==> src/rtl/chirp_pkg.sv <==
package chirp_pkg;

  typedef enum logic [2:0] {
    ST_IDLE   = 3'd0,
    ST_CHIRP  = 3'd1,
    ST_STOP   = 3'd2,
    ST_LISTEN = 3'd3,
    ST_HS     = 3'd4,
    ST_FS_FB  = 3'd5
  } chirp_state_e;

  localparam logic [1:0] OPM_NORMAL = 2'b00;
  localparam logic [1:0] OPM_RAW    = 2'b10;
  localparam logic       SEL_HS     = 1'b0;
  localparam logic       SEL_FS     = 1'b1;

  // elapsed microseconds have reached a mark
  function automatic logic reached(input int unsigned elapsed, input int unsigned mark);
    return elapsed >= mark;
  endfunction

  // chirp may stop: past the planned end at a byte boundary, or at the hard limit
  function automatic logic chirp_may_end(input int unsigned elapsed, input int unsigned end_us,
                                         input int unsigned max_us, input logic ready);
    return (reached(elapsed, end_us) && ready) || reached(elapsed, max_us - 1);
  endfunction

endpackage

==> src/rtl/chirp_timer.sv <==
module chirp_timer #(
  parameter int unsigned LIMIT = 8000,
  parameter int unsigned CW    = $clog2(LIMIT + 1)
) (
  input  logic          clk,
  input  logic          rst_n,
  input  logic          clear,
  input  logic          tick,
  output logic [CW-1:0] elapsed
);
  localparam logic [CW-1:0] TOP = CW'(LIMIT);

  wire at_top = (elapsed == TOP);

  always_ff @(posedge clk or negedge rst_n) begin
    if (!rst_n)              elapsed <= '0;
    else if (clear)          elapsed <= '0;
    else if (tick && !at_top) elapsed <= elapsed + 1'b1;
  end

  p_saturate_r9: assert property (@(posedge clk) disable iff (!rst_n)
    ($past(at_top) && !$past(clear)) |-> at_top);

endmodule

==> src/rtl/chirp_ctrl.sv <==
module chirp_ctrl
  import chirp_pkg::*;
#(
  parameter int unsigned CHIRP_END_US      = 2000,
  parameter int unsigned CHIRP_MAX_US      = 7000,
  parameter int unsigned LISTEN_TIMEOUT_US = 8000,
  parameter int unsigned CW                = $clog2(LISTEN_TIMEOUT_US + 1)
) (
  input  logic         clk,
  input  logic         rst_n,
  input  logic         restart,
  input  logic         chirp_valid,
  input  logic         chirp_invalid,
  input  logic         tx_ready,
  input  logic [CW-1:0] elapsed,
  output chirp_state_e state
);
  chirp_state_e nxt;
  logic valid_seen, invalid_seen;

  wire in_chirp_phase = (state == ST_CHIRP) || (state == ST_STOP);
  wire chirp_done     = chirp_may_end(32'(elapsed), CHIRP_END_US, CHIRP_MAX_US, tx_ready);
  wire timed_out      = reached(32'(elapsed), LISTEN_TIMEOUT_US);
  wire any_invalid    = chirp_invalid || invalid_seen;
  wire any_valid      = chirp_valid || valid_seen;
  wire go_fb          = any_invalid || (!any_valid && timed_out);
  wire go_hs          = !any_invalid && any_valid;

  always_comb begin
    nxt = state;
    case (state)
      ST_CHIRP:  if (chirp_done) nxt = ST_STOP;
      ST_STOP:   nxt = ST_LISTEN;
      ST_LISTEN: begin
        if (go_fb)      nxt = ST_FS_FB;
        else if (go_hs) nxt = ST_HS;
      end
      default:   nxt = state;
    endcase
    if (restart) nxt = ST_CHIRP;
  end

  always_ff @(posedge clk or negedge rst_n) begin
    if (!rst_n) begin
      state        <= ST_IDLE;
      valid_seen   <= 1'b0;
      invalid_seen <= 1'b0;
    end else begin
      state <= nxt;
      if (restart) begin
        valid_seen   <= 1'b0;
        invalid_seen <= 1'b0;
      end else if (in_chirp_phase) begin
        valid_seen   <= valid_seen | chirp_valid;
        invalid_seen <= invalid_seen | chirp_invalid;
      end
    end
  end

  p_min_chirp_r3: assert property (@(posedge clk) disable iff (!rst_n)
    ($past(state) == ST_CHIRP && state == ST_STOP) |-> $past(elapsed) >= CW'(CHIRP_END_US)
                                                     || !$past(tx_ready));
  p_invalid_wins_r8: assert property (@(posedge clk) disable iff (!rst_n)
    (state == ST_LISTEN && chirp_invalid && !restart) |=> state == ST_FS_FB);
  p_no_early_hs_r7: assert property (@(posedge clk) disable iff (!rst_n)
    (state == ST_HS && $past(state) != ST_HS) |-> $past(state) == ST_LISTEN);

endmodule

==> src/rtl/chirp_outmap.sv <==
module chirp_outmap
  import chirp_pkg::*;
(
  input  chirp_state_e state,
  output logic [1:0]   op_mode,
  output logic         xcvr_sel,
  output logic         term_sel,
  output logic         tx_valid,
  output logic         hs_mode,
  output logic         fs_fallback
);
  always_comb begin
    op_mode     = OPM_NORMAL;
    xcvr_sel    = SEL_FS;
    term_sel    = SEL_FS;
    tx_valid    = 1'b0;
    hs_mode     = 1'b0;
    fs_fallback = 1'b0;
    case (state)
      ST_CHIRP: begin
        op_mode  = OPM_RAW;
        xcvr_sel = SEL_HS;
        tx_valid = 1'b1;
      end
      ST_STOP: begin
        op_mode  = OPM_RAW;
        xcvr_sel = SEL_HS;
      end
      ST_LISTEN: xcvr_sel = SEL_HS;
      ST_HS: begin
        xcvr_sel = SEL_HS;
        term_sel = SEL_HS;
        hs_mode  = 1'b1;
      end
      ST_FS_FB: fs_fallback = 1'b1;
      default: ;
    endcase
  end
endmodule

==> src/rtl/usb_hs_chirp_seq.sv <==
module usb_hs_chirp_seq
  import chirp_pkg::*;
#(
  parameter int unsigned CHIRP_MIN_US      = 1000,
  parameter int unsigned CHIRP_END_US      = 2000,
  parameter int unsigned CHIRP_MAX_US      = 7000,
  parameter int unsigned LISTEN_TIMEOUT_US = 8000,
  parameter int unsigned DATA_W            = 8
) (
  input  logic              clk,
  input  logic              rst_n,
  input  logic              bus_reset_seen,
  input  logic              us_tick,
  input  logic              chirp_valid,
  input  logic              chirp_invalid,
  input  logic              tx_ready,
  output logic [1:0]        op_mode,
  output logic              xcvr_sel,
  output logic              term_sel,
  output logic              tx_valid,
  output logic [DATA_W-1:0] tx_data,
  output logic              hs_mode,
  output logic              fs_fallback
);
  localparam int unsigned CW = $clog2(LISTEN_TIMEOUT_US + 1);

  logic [CW-1:0] elapsed;
  chirp_state_e  state;

  chirp_timer #(.LIMIT(LISTEN_TIMEOUT_US), .CW(CW)) u_timer (
    .clk(clk), .rst_n(rst_n), .clear(bus_reset_seen), .tick(us_tick), .elapsed(elapsed)
  );

  chirp_ctrl #(
    .CHIRP_END_US(CHIRP_END_US), .CHIRP_MAX_US(CHIRP_MAX_US),
    .LISTEN_TIMEOUT_US(LISTEN_TIMEOUT_US), .CW(CW)
  ) u_ctrl (
    .clk(clk), .rst_n(rst_n), .restart(bus_reset_seen),
    .chirp_valid(chirp_valid), .chirp_invalid(chirp_invalid),
    .tx_ready(tx_ready), .elapsed(elapsed), .state(state)
  );

  chirp_outmap u_map (
    .state(state), .op_mode(op_mode), .xcvr_sel(xcvr_sel), .term_sel(term_sel),
    .tx_valid(tx_valid), .hs_mode(hs_mode), .fs_fallback(fs_fallback)
  );

  assign tx_data = '0;

  p_chirp_max_r4: assert property (@(posedge clk) disable iff (!rst_n)
    tx_valid |-> elapsed < CW'(CHIRP_MAX_US));
  p_min_window_r3: assert property (@(posedge clk) disable iff (!rst_n)
    $fell(tx_valid) |-> $past(elapsed) >= CW'(CHIRP_MIN_US));
  p_drop_order_r5: assert property (@(posedge clk) disable iff (!rst_n)
    ($fell(tx_valid) && !$past(bus_reset_seen)) |-> op_mode == OPM_RAW ##1 (bus_reset_seen
      || $past(bus_reset_seen) || op_mode == OPM_NORMAL));
  p_restart_r10: assert property (@(posedge clk) disable iff (!rst_n)
    bus_reset_seen |=> (tx_valid && term_sel == SEL_FS && elapsed == '0));
  p_exclusive_r11: assert property (@(posedge clk) disable iff (!rst_n)
    !(hs_mode && fs_fallback));
  p_term_needs_xcvr_r11: assert property (@(posedge clk) disable iff (!rst_n)
    (term_sel == SEL_HS) |-> (xcvr_sel == SEL_HS));
  p_hs_entry_r6: assert property (@(posedge clk) disable iff (!rst_n)
    $rose(hs_mode) |-> $past(state) == ST_LISTEN);

endmodule

==> config.mk <==
export PLATFORM = sky130hd
export DESIGN_NAME = usb_hs_chirp_seq
export DESIGN_NICKNAME = d
export VERILOG_FILES = /design/src/rtl/chirp_pkg.sv /design/src/rtl/chirp_timer.sv /design/src/rtl/chirp_ctrl.sv /design/src/rtl/chirp_outmap.sv /design/src/rtl/usb_hs_chirp_seq.sv
export SDC_FILE = /design/constraint.sdc
export NUM_CORES = 1
export LEC_CHECK = 0
export BUFFER_PORTS_ARGS = -buffer_cell sky130_fd_sc_hd__buf_2
export CORE_MARGIN = 3
export CORE_UTILIZATION = 54
export DETAILED_ROUTE_END_ITERATION = 10
export MAX_ROUTING_LAYER = met4
export PLACE_DENSITY = 0.83
export SETUP_SLACK_MARGIN = 0.1
export SLEW_MARGIN = 20
export SYNTH_ARGS = -nofsm -noshare
export SYNTH_HDL_FRONTEND = slang
export SYNTH_SLANG_ARGS = --single-unit
==> constraint.sdc <==
create_clock -name clk -period 1.9 [get_ports clk]
set_input_delay 0 -clock clk [delete_from_list [all_inputs] [get_ports clk]]
set_output_delay 0 -clock clk [all_outputs]
set_load 0.01 [all_outputs]
**After elaboration in Yosys (flattened, before gate mapping)**

Index checks and enable logic that the tools add are counted.

- Register bits: 18
- Input port bits: 7
- Output and inout bits: 15
- Word-level logic and storage cells: 53

- Bitwise operators: 2
- Multiplexer cells: 17
- Eq/ne operators: 8
- Magnitude comparators: 3
- Add/subtract/negate cells: 1
- Reduce and logical (&&, ||, !) cells: 18

Operator list:

| operator | count |
|---|---|
| $ge 13x13->1 const B | 2 |
| $mux 13 | 2 |
| $add 13x1->13 const B | 1 |
| $eq 13x13->1 const B | 1 |
| $ge 13x11->1 const B | 1 |
| $mux 3 | 4 |
| $mux 1 | 9 |
| $pmux 3 s3 | 1 |
| $eq 3x2->1 const B | 2 |
| $eq 3x3->1 const B | 2 |
| $logic_or 1x1->1 | 5 |
| $logic_and 1x1->1 | 4 |
| $ne 4x2->1 const B | 1 |
| $reduce_bool 2->1 | 2 |
| $reduce_bool 4->1 | 1 |
| $reduce_or 4->1 | 1 |
| $eq 3x1->1 const B | 1 |
| $logic_not 1->1 | 3 |
| $ne 3x2->1 const B | 1 |
| $reduce_and 3->1 | 1 |
| $mux 2 | 1 |
| $or 1x1->1 | 2 |
| $reduce_or 2->1 | 1 |

**Logic depth before layout (Yosys ltp)**

- Depth after elaboration: 7
- Depth in mapped cells: 5
- Depth with buffers taken out: 5

**Cells and area by module**

From an unflattened synthesis, not the netlist that was laid out.

- Cell total of the unflattened synthesis: 135
- Area total of the unflattened synthesis: 1244.9 µm²

Modules (own cells, without submodules):

| module | times used | seq. area each (µm²) | cells an instance | area an instance (µm²) |
|---|---|---|---|---|
| chirp_timer | 1 | 325.3 | 71 | 716.9 |
| chirp_ctrl | 1 | 125.1 | 45 | 397.9 |
| chirp_outmap | 1 | 0.0 | 10 | 66.3 |
| usb_hs_chirp_seq | 1 | 0.0 | 9 | 63.8 |

**Least setup slack after synthesis**

No wires, ideal clock.

- Path kind: reg-to-reg
- Start point: reg u_timer.elapsed[0]
- End point: reg u_ctrl.state[1]
- Period minus slack after synthesis: 1.563 ns
- Buffers on the path: 0
- Stages on the path, launching flop included: 6
- Data required time: 1.781 ns
- Arrival: 1.443 ns
- Slack: 0.337 ns
- Library setup time: 0.119 ns
- Cells stage by stage: dfrtp_1 ha_1 a21o_1 a21o_1 a211o_1 a21bo_2

- Cells in the longest elaborated chain, start to end: 6
- Elaborated cells between the ends (all ways): 13
- Classes of those cells: order compare: 3; eq/ne: 2; mux: 3; reduce/logical: 5

Ends and longest elaborated chain:

| what | line | text |
|---|---|---|
| start, declared | chirp_timer.sv:9 | `output logic [CW-1:0] elapsed` |
| start signal, assigned | chirp_timer.sv:18 | `else if (tick && !at_top) elapsed <= elapsed + 1'b1;` |
| $ge 13x13->1 | chirp_pkg.sv:19 | `return elapsed >= mark;` |
| $logic_and 1x1->1 | chirp_ctrl.sv:26 | `wire go_fb = any_invalid \|\| (!any_valid && timed_out);` |
| $logic_or 1x1->1 | chirp_ctrl.sv:26 |  |
| $mux 3 | chirp_ctrl.sv:35 | `if (go_fb) nxt = ST_FS_FB;` |
| $pmux 3 s3 | chirp_ctrl.sv:31 | `case (state)` |
| $mux 3 | chirp_ctrl.sv:40 | `if (restart) nxt = ST_CHIRP;` |
| end signal, assigned | chirp_ctrl.sv:49 | `state <= nxt;` |
| end, declared | chirp_ctrl.sv:16 | `output chirp_state_e state` |

Several ways; a longest one is shown, not always the timed one.
A chain may end at the register's enable or synchronous reset.

**Final worst setup path**

Same ends and word-level chain as after synthesis.

==> results.json <==
{
  "outcome": "completed",
  "cts_resized": 0,
  "yosys_most_used_dff": "dfrtp_1",
  "dr_total_vias": 979,
  "setup_viol": 0,
  "final_common_cell": "dfrtp_1",
  "syn_inst": 134,
  "worst_ep_arrival_time_ps": 1870,
  "ys_seq_area_share_pct": 37.1,
  "cts_buffers": 3,
  "fin_nets": 156,
  "worst-path-max-fanout": 5,
  "clock_sinks": 18,
  "vias_per_cell": 5.69,
  "rsz0062_at_grt": "false",
  "cts-root-buf": "clkbuf_4",
  "die_area_um2": 2850,
  "fin_crit_sh_pct": 88.5,
  "ff_latch_area_um2": 450,
  "overflow": 0,
  "setup.worst_path.start_class": "flop",
  "start_util_pct": 59.5,
  "hold_viol": 0,
  "criticalPathCategory": "flop to flop",
  "grt_pass1_vias": 913,
  "syn2layout_area_growth_pct": 5.77,
  "drv_slew": 0,
  "p_per_area_nw_per_um2": 829,
  "fmax_mhz": 595,
  "dp_hpwl_um": 1710,
  "grt_pass1_wl_um": 4130,
  "yosysWarningCount": 0,
  "final_cell_mix": "dfrtp_1, nor2_1, buf_2",
  "fp.dieW_um": 53.4,
  "synth_cell_types": 43,
  "avgSynthCellArea_um2": 9.07,
  "drc_errors": 0,
  "antenna_found_initial": 0,
  "syn_area_um2": 1210,
  "fp.dieH_um": 53.4,
  "synth_enable_flop_cells": 0,
  "gp_congestion": 0.881,
  "peakVddDrop_mv": 0.668,
  "port_buffers": 12,
  "drt_iter0_markers": 25,
  "core_um2": 2040,
  "period_needed_ps": 1680,
  "grt_max_degree": 24,
  "drt-total-wl_um": 2340,
  "cts_tree": "built",
  "async_flop_share_pct": 100,
  "clock_path_buffers": 2,
  "clk_pin_slew_worst_paths_ps": 100,
  "end_kind": "flop",
  "final_cells": 172,
  "final.setup.tns_ps": 0,
  "grt_usage_pct": 20.4,
  "skew_ps": 8.19,
  "placed_cells": 166,
  "wl_per_cell_um": 13.6,
  "rows": 16,
  "multi_input_area_um2": 666,
  "cts-htree-levels": 1,
  "dpl-instance-area_um2": 1230,
  "nFillCells": 183,
  "pin_count": 22,
  "n_antenna_cell": 0,
  "fin_area_um2": 1280,
  "drtAntennaViolNets": 0,
  "power_leakage_nw": 0.573,
  "clk_latency_ps": 290,
  "ys_seq_elements": 18,
  "layout-drive-gt1-share_pct": 15.9,
  "worst_ep_required_time_ps": 2090,
  "dr.pass1.iters": 7,
  "drv_cap": 0,
  "min_path_type": "primary input to flop"
}
through the flow:
step | util [%] | hold WS (ps) | worst slack [ps] | total power, mW
finish | 62.9 | 54.2 | 218 | 1.07
global route | 62.9 | 41.8 | 113 | 1.16
CTS | 62.9 | 42.3 | 226 | 1.08
detailed placement | 60.4 | -43.2 | 249 | 0.887
global placement | 60.4 | -51.5 | 260 | 0.873
floorplan | - | -296 | 337 | 0.816
timing repair:
action | CTS | global route
hold buffers | 3 | 0
endpoints found under the hold margin | 20 | 0
buffers inserted | 0 | 0
endpoints found under the setup margin | 0 | 0
flip-flops by register name, summed over array words and instances (netlist names):
signal,flops
u_ctrl.invalid_seen,1
u_ctrl.state,3
u_ctrl.valid_seen,1
u_timer.elapsed,13
worst max-delay path: stages (launching register included):
cell     delay, ps
dfrtp_1        430
ha_1           290
a21o_1         170
a21o_1         170
a211o_1        310
a21bo_2        220
cells by family after synthesis:
kind of cell | Yosys count | synth area share, %
adders and majority gates | 2 | 2.06
other | 1 | 0.309
and+or+nand+nor | 53 | 25.6
xor gates and xnor gates | 10 | 7.21
AOI/OAI and AO/OA | 27 | 15.2
muxes | 2 | 1.85
buffers and inverters | 21 | 10.6
DFF | 18 | 37.1
routing by layer:
layer	track usage (%)	routed length (µm)	up-vias
met2	30.6	1080	21
met5	-	0	-
met4	5.11	21	0
met3	4.79	111	4
met1	27.4	1130	475
li1	-	-	479
layout make-up:
type | count | area share, %
Tap cell | 27 | 2.63
Inverter | 6 | 1.75
Clock buffer | 3 | 1.75
Sequential cell | 18 | 35.1
Multi-Input combinational cell | 103 | 51.8
Timing Repair Buffer | 15 | 7.01
report_power, final:
part	internal, mW	leakage, nW	switching, mW
Combinational	0.180	0.314	0.195
Clock	0.0738	0.0138	0.109
Sequential	0.428	0.244	0.0796
Total	0.682	0.573	0.383
cells in the mapped netlist, types with 2 or more instances:
master,n,area [µm²]
o21ai_0,3,15.0
nand3_1,3,15.0
nor2_1,17,63.8
ha_1,2,25.0
nor3_1,2,10.0
nand2b_1,2,12.5
inv_1,6,22.5
xnor2_1,4,35.0
or3_1,2,12.5
buf_4,11,82.6
nor3b_1,2,15.0
nand2_1,8,30.0
clkbuf_1,2,7.51
o211ai_1,3,22.5
nand4b_1,2,17.5
o22ai_1,2,12.5
a21o_1,2,15.0
nor4_1,2,12.5
mux2_2,2,22.5
xor2_1,6,52.6
a21oi_1,8,40.0
nor2b_1,2,12.5
nand4_1,4,25.0
dfrtp_1,18,450
path summary, 6_finish.rpt:
path	startpoint	to	slack, ps	depth (start not counted)
max	u_timer.elapsed[0]	u_ctrl.state[1]	220	5
min	us_tick	u_timer.elapsed[1]	50	3
max reg2reg	u_timer.elapsed[0]	u_ctrl.state[1]	220	5
min reg2reg	u_ctrl.valid_seen	u_ctrl.valid_seen	540	2
max in group asynchronous	rst_n	u_ctrl.valid_seen	1440	2
min in group asynchronous	rst_n	u_ctrl.state[0]	160	2
Power figures use the tool's default switching activity.
